File: src/rtl/ctx_sw_pkg.sv
package ctx_sw_pkg;
  typedef enum logic {
    SEQ_IDLE = 1'b0,
    SEQ_PROP = 1'b1
  } seq_state_e;
endpackage

File: src/rtl/mac_counter.sv
module mac_counter #(
  parameter int CNT_W = 16
) (
  input  logic             clk_i,
  input  logic             rst_ni,
  input  logic             clear_i,
  input  logic             mac_fire_i,
  input  logic             restart_i,
  input  logic [CNT_W-1:0] limit_i,
  output logic             done_o
);
  logic [CNT_W-1:0] cnt_q;
  logic             done_q;
  logic [CNT_W:0]   cnt_nxt;

  assign cnt_nxt = {1'b0, cnt_q} + {{CNT_W{1'b0}}, 1'b1};

  always_ff @(posedge clk_i or negedge rst_ni) begin
    if (!rst_ni) begin
      cnt_q  <= '0;
      done_q <= 1'b0;
    end else if (clear_i || restart_i) begin
      cnt_q  <= '0;
      done_q <= 1'b0;
    end else if (mac_fire_i && !done_q) begin
      cnt_q <= cnt_nxt[CNT_W-1:0];
      if (cnt_nxt >= {1'b0, limit_i}) done_q <= 1'b1;
    end
  end

  assign done_o = done_q;
endmodule

File: src/rtl/switch_sequencer.sv
module switch_sequencer
  import ctx_sw_pkg::*;
#(
  parameter int PROP   = 7,
  localparam int PROP_W = $clog2(PROP + 1)
) (
  input  logic clk_i,
  input  logic rst_ni,
  input  logic clear_i,
  input  logic req_i,
  input  logic pipe_en_i,
  output logic start_o,
  output logic pulse_o,
  output logic busy_o
);
  seq_state_e        state_q;
  logic [PROP_W-1:0] cnt_q;
  logic              pulse_q;

  assign start_o = req_i && !clear_i && (state_q == SEQ_IDLE);

  always_ff @(posedge clk_i or negedge rst_ni) begin
    if (!rst_ni) begin
      state_q <= SEQ_IDLE;
      cnt_q   <= '0;
      pulse_q <= 1'b0;
    end else if (clear_i) begin
      state_q <= SEQ_IDLE;
      cnt_q   <= '0;
      pulse_q <= 1'b0;
    end else begin
      pulse_q <= start_o;
      if (start_o) begin
        state_q <= SEQ_PROP;
        cnt_q   <= PROP_W'(PROP);
      end else if (state_q == SEQ_PROP && pipe_en_i) begin
        // switch front advances one diagonal per enabled cycle
        if (cnt_q == PROP_W'(1)) state_q <= SEQ_IDLE;
        cnt_q <= cnt_q - PROP_W'(1);
      end
    end
  end

  assign pulse_o = pulse_q;
  assign busy_o  = (state_q == SEQ_PROP);
endmodule

File: src/rtl/ctx_switch_gen.sv
module ctx_switch_gen #(
  parameter int CNT_W = 16,
  parameter int ROWS  = 4,
  parameter int COLS  = 4,
  localparam int PROP = ROWS + COLS - 1
) (
  input  logic             clk_i,
  input  logic             rst_ni,
  input  logic             clear_i,
  input  logic             pipe_en_i,
  input  logic             soft_stall_i,
  input  logic [CNT_W-1:0] macs_i,
  input  logic             sw_en_i,
  output logic             cdone_o,
  output logic             sw_pulse_o,
  output logic             sw_busy_o
);
  logic mac_fire;
  logic done;
  logic start;

  // corner PE accumulates only on enabled, non-zeroed cycles
  assign mac_fire = pipe_en_i && !soft_stall_i;

  mac_counter #(.CNT_W(CNT_W)) u_cnt (
    .clk_i     (clk_i),
    .rst_ni    (rst_ni),
    .clear_i   (clear_i),
    .mac_fire_i(mac_fire),
    .restart_i (start),
    .limit_i   (macs_i),
    .done_o    (done)
  );

  switch_sequencer #(.PROP(PROP)) u_seq (
    .clk_i    (clk_i),
    .rst_ni   (rst_ni),
    .clear_i  (clear_i),
    .req_i    (done && sw_en_i),
    .pipe_en_i(pipe_en_i),
    .start_o  (start),
    .pulse_o  (sw_pulse_o),
    .busy_o   (sw_busy_o)
  );

  assign cdone_o = done;
endmodule

File: config.mk
export PLATFORM = sky130hd
export DESIGN_NAME = ctx_switch_gen
export DESIGN_NICKNAME = d
export VERILOG_FILES = /design/src/rtl/ctx_sw_pkg.sv /design/src/rtl/mac_counter.sv /design/src/rtl/switch_sequencer.sv /design/src/rtl/ctx_switch_gen.sv
export SDC_FILE = /design/constraint.sdc
export NUM_CORES = 1
export LEC_CHECK = 0
export CORE_MARGIN = 2
export CORE_UTILIZATION = 43
export DETAILED_ROUTE_END_ITERATION = 10
export DONT_BUFFER_PORTS = 1
export GPL_TIMING_DRIVEN = 0
export SLEW_MARGIN = 40
export SYNTH_ARGS = -nofsm -noshare
export SYNTH_HDL_FRONTEND = slang
export SYNTH_SLANG_ARGS = --single-unit
File: constraint.sdc
create_clock -name clk_i -period 8 [get_ports clk_i]
set_input_delay 0.8 -clock clk_i [delete_from_list [all_inputs] [get_ports clk_i]]
set_output_delay 0.8 -clock clk_i [all_outputs]
set_load 0.03 [all_outputs]
== Word level (Yosys, flattened, before mapping) ==
Index checks and enable logic that the tools add are counted.

* Bits of input ports: 22
* Output and inout port bits: 3
* Register bits: 22
* Word-level logic and storage cells: 39

* Add/subtract/negate cells: 2
* Reduce and logical (&&, ||, !) cells: 16
* Bitwise operators: 1
* $lt $le $gt $ge: 1
* Multiplexer cells: 13
* Equal/unequal tests: 1

{| class="wikitable"
|+ Operator list
! kind !! count
|-
| 2-to-1 mux 16 bit || 2
|-
| adder 16 x 1 -> 17 bit (second input constant) || 1
|-
| greater-or-equal comparator 17 x 16 -> 1 bit || 1
|-
| 2-to-1 mux 3 bit || 3
|-
| 2-to-1 mux 1 bit || 8
|-
| logical AND 1 bit || 6
|-
| nonzero test 3 bit || 2
|-
| AND reduction 2 bit || 2
|-
| nonzero test 2 bit || 2
|-
| == test 3 x 1 -> 1 bit (second input constant) || 1
|-
| zero test 1 bit || 3
|-
| subtractor 3 x 1 -> 3 bit (second input constant) || 1
|-
| logical OR 1 bit || 1
|-
| inverter 1 bit || 1
|}

== Depth between registers and ports, before layout ==
* Depth in word-level cells: 6
* Mapped depth: 10
* Mapped depth without buffers: 10

== Modules after synthesis ==
From an unflattened synthesis, not the netlist that was laid out.

* Cells, all modules: 196
* Area total of the unflattened synthesis: 1761.7 um^2

{| class="wikitable"
|+ By module, submodules not included
! module !! cells each !! instances !! area an instance (um^2)
|-
| mac_counter || 168 || 1 || 1457.6
|-
| switch_sequencer || 26 || 1 || 284.0
|-
| ctx_switch_gen || 2 || 1 || 20.0
|}

== Least setup slack after synthesis ==
OpenSTA, ideal clock, no wires.

* Path type: register to register
* From: register u_cnt.cnt_q[0]
* To: register u_cnt.done_q, in the netlist u_cnt.done_o
* Cell stages (with the launch flop): 11
* Buffers on the path: 0
* Setup time: 0.143 ns
* Data required time: 7.857 ns
* Slack: 5.261 ns
* Data arrival time: 2.596 ns
* Cell sequence: dfrtp_1 > ha_1 > nand3_1 > nor4_2 > nand2_1 > xnor2_1 > ha_1 > a21o_1 > a211o_1 > a311oi_1 > a311oi_1

* Longest elaborated chain between the ends: 4

{| class="wikitable"
|+ Ends and longest elaborated chain
! element !! line !! source
|-
| from (decl) || mac_counter.sv:12 || <nowiki>logic [CNT_W-1:0] cnt_q;</nowiki>
|-
| from (signal assigned) || mac_counter.sv:26 || <nowiki>cnt_q <= cnt_nxt[CNT_W-1:0];</nowiki>
|-
| adder 16 x 1 -> 17 bit || mac_counter.sv:16 || <nowiki>assign cnt_nxt = {1'b0, cnt_q} + {{CNT_W{1'b0}}, 1'b1};</nowiki>
|-
| greater-or-equal comparator 17 x 16 -> 1 bit || mac_counter.sv:27 || <nowiki>if (cnt_nxt >= {1'b0, limit_i}) done_q <= 1'b1;</nowiki>
|-
| nonzero test 2 bit (no line) || n/a ||
|-
| AND reduction 2 bit (no line) || n/a ||
|-
| to (signal assigned) || mac_counter.sv:21 || <nowiki>done_q <= 1'b0;</nowiki>
|-
| to (signal assigned) || mac_counter.sv:24 || <nowiki>done_q <= 1'b0;</nowiki>
|-
| to (signal assigned) || mac_counter.sv:27 ||
|-
| to (decl) || mac_counter.sv:13 || <nowiki>logic done_q;</nowiki>
|}

No other way between the ends.
A chain may end at the register's enable or synchronous reset.

== Worst setup path in the final report ==
Ends and elaborated chain as after synthesis.

==> summary.md <==
| Metric | Value |
|---|---|
| Final Cycle Share | `40.7%` |
| Largest net degree at the start of global routing | `23` |
| Post-cts sizing count | `0` |
| Clock insertion delay at the later pin of the skew report | `0.26 ns` |
| Cell area power density | `126 nW/um2` |
| Crit path max fanout | `7` |
| Flops & latches, synth | `22` |
| Row count | `22` |
| Die area | `4400 um2` |
| Area Growth Syn to Fin | `8.15%` |
| Residual DRC count | `0` |
| Setup TNS | `0 ns` |
| Worst EP arrival | `3.37 ns` |
| CTS H-Tree Depth | `1` |
| Most frequent cell after synthesis | `dfrtp_1` |
| Drt total wl | `3440 um` |
| Inst Count DP | `240` |
| M3 GR Usage | `2.39%` |
| Post-CTS Setup Bufs | `0` |
| Total Power | `0.228 mW` |
| Worst hold path class | `in2async` |
| Worst R2R Start | `u_cnt.cnt_q[0]` |
| Clk sinks | `22` |
| FMAX | `307 MHz` |
| CP startpoint kind | `flop` |
| Critical path capture point | `u_cnt.done_o` |
| Syn nets | `233` |
| First-pass GRT wire length | `5780 um` |
| CP Class | `reg2reg` |
| Clk slew on worst S/H paths | `0.08 ns` |
| Busiest grt layer | `met2` |
| Met2 Use GR | `30.4%` |
| Core ar. | `3690 um2` |
| Initial antenna violation count | `0` |
| Avg Synthesized Cell Area | `8.71 um2` |
| Share of the synthesized area in the top cell type | `32.9%` |
| Drt initial violations | `71` |
| Utilization after layout | `49.1%` |
| Top_reg_cell synth | `dfrtp_1` |
| Ys Warns | `0` |
| RSZ-0062 raised after global routing | `false` |
| Vias | `1,309` |
| Synth cell count leaders | `dfrtp_1 (22), inv_1 (20), nor2_1 (20)` |
| Maximum vdd drop | `66.2 uV` |
| HPWL Detailed | `2690 um` |
| Mapped cell area | `1670 um2` |
| R2R Path End | `u_cnt.done_o` |
| Clock Root Buffer | `clkbuf_8` |
| # hold bufs at CTS | `0` |
| Max-slew headroom | `54.6%` |
| Die X | `66.4 um` |
| Final slew viol count | `0` |
| CTS Buffer Depth | `2` |
| Max-cap violations | `0` |
| R2r worst-path depth | `10` |
| Worst setup EP type | `flop` |
| R2R setup slack | `4.75 ns` |
| Final setup vio count | `0` |
| Req. time, crit path | `8.11 ns` |
| Clock Skews | `0.00297 ns` |
| CTS tree | `built` |
| GR met1 Demand/Resource | `21.5%` |
| Final Instance Count excl. Fillers | `244` |
| ANT nets after route | `0` |
| Number of I/O port buffers | `0` |
| EDFF count, synth | `0` |
| Vias per cell | `5.36` |
| Post-synthesis sequential area ratio | `32.9%` |
| Largest area contributor in the synthesized netlist | `dfrtp_1` |
| Total track usage | `17.1%` |
| Num CTS Buffers | `3` |
| Per-cell routed wire length | `14.1 um` |
| ANT cells | `0` |
| Number of global-route vias before repair | `1,317` |
| Crit path time final | `3.25 ns` |
| Status | `complete, no violations` |
| Drt pass-1 iters | `4` |
| Grt ovf | `0` |
| Gpl congestion | `0.850` |
| Layout Nets | `238` |
| Critical Path Start | `u_cnt.cnt_q[0]` |
| Fin. Hold Viols | `0` |
| Async S/R FF share, synth | `100%` |
| Leakage | `0.883 nW` |
| Starting Density | `45.4%` |
| # IOs | `25` |
| Share of cells above drive strength 1 | `5.61%` |
| Worst-Margin Slew | `0.678 ns` |
| Synth top area cells | `dfrtp_1 (33%), ha_1 (14%), xnor2_1 (7.9%), xor2_1 (6.8%), inv_1 (4.5%)` |
| Library cells used by synthesis | `33` |
| Synth Instances | `192` |
| DIE HEIGHT | `66.4 um` |
power breakdown:
part / internal (mW) / switching [mW] / leakage (nW)
registers: 0.112 / 0.000997 / 0.307
logic: 0.00512 / 0.00846 / 0.541
clock network: 0.0668 / 0.0353 / 0.0357
critical path: stages, from the launching register on:
cell and delay, ns:
dfrtp_1 0.45, ha_1 0.25, nand3_1 0.24, nor4_2 0.69
nand2_1 0.14, xnor2_1 0.16, ha_1 0.29, a21o_1 0.16
a211o_1 0.32, a311oi_1 0.27, a311oi_1 0.14
layout make-up:
cell class / count / area [um2]
sequential: 22 / 551
inverter: 20 / 75.1
buffer: 4 / 18.8
multi-input combinational: 146 / 1030
tap: 48 / 60.1
clock inverter: 1 / 30.0
clock buffer: 3 / 41.3
fill: 362 / 1880
state kept, by name, summed over array words and instances, names as in the netlist:
signal	count
u_cnt.cnt_q	16
u_cnt.done_o	1
u_seq.busy_o	1
u_seq.cnt_q	3
u_seq.pulse_o	1
metrics by stage:
step	hold slack (ns)	setup WS (ns)	cell area [um2]
floorplan	0.498	5.26	1670
global placement	0.505	4.80	1730
detailed placement	0.505	4.76	1740
CTS	0.219	4.74	1810
global route	0.210	4.51	1810
finish	0.226	4.75	1810
logic make-up (layout without fill, tap and decap cells):
logic type / after synthesis / in the layout / synth area share [%]
fa+ha+maj: 19 / 19 / 14.2
xor+xnor: 28 / 28 / 14.7
compound gates: 26 / 26 / 9.28
buf+inv: 24 / 28 / 5.61
simple gates: 73 / 73 / 23.3
flops: 22 / 22 / 32.9
layout by cell type (no fill, tap or decap):
cell       Yosys  routed
dfrtp_1       22      22
inv_1         20      20
nor2_1        20      20
ha_1          19      19
nand2_1       16      16
xnor2_1       15      15
xor2_1        13      13
nand3_1       11      11
a21oi_1       10      10
o21ai_0        8       8
nand4_1        7       7
nor3_1         4       4
clkbuf_1       3       3
a21o_1         3       3
clkbuf_8       0       3
or3_1          2       2
a311oi_1       2       2
buf_4          1       1
and4_4         1       1
nor4_2         1       1
nand4_4        1       1
nor4_1         1       1
and4_1         1       1
nand4bb_1      1       1
nand2b_1       1       1
nor3b_2        0       1
nand3b_1       1       1
or4_4          1       1
nor2b_1        1       1
a211oi_1       1       1
o41ai_1        1       1
a211o_1        1       1
and2_1         1       1
or3_2          1       1
bufinv_16      0       1
worst min path at each step:
stage                start        endpoint  slack, ns  cells after the start
floorplan           rst_ni  u_cnt.cnt_q[0]       0.50                      0
detailed placement  rst_ni  u_cnt.cnt_q[7]       0.50                      0
finish              rst_ni  u_seq.cnt_q[1]       0.23                      0
global route        rst_ni  u_cnt.cnt_q[5]       0.21                      0
global placement    rst_ni  u_cnt.cnt_q[1]       0.51                      0
CTS                 rst_ni  u_cnt.cnt_q[0]       0.22                      0
routing by layer:
metal | part of all wire [%] | wire [um]
met5 | 0 | 0
met4 | 1.2 | 40
met3 | 1.5 | 53
met2 | 52 | 1780
met1 | 45 | 1560
No activity file was read; power rests on OpenSTA's default activity.
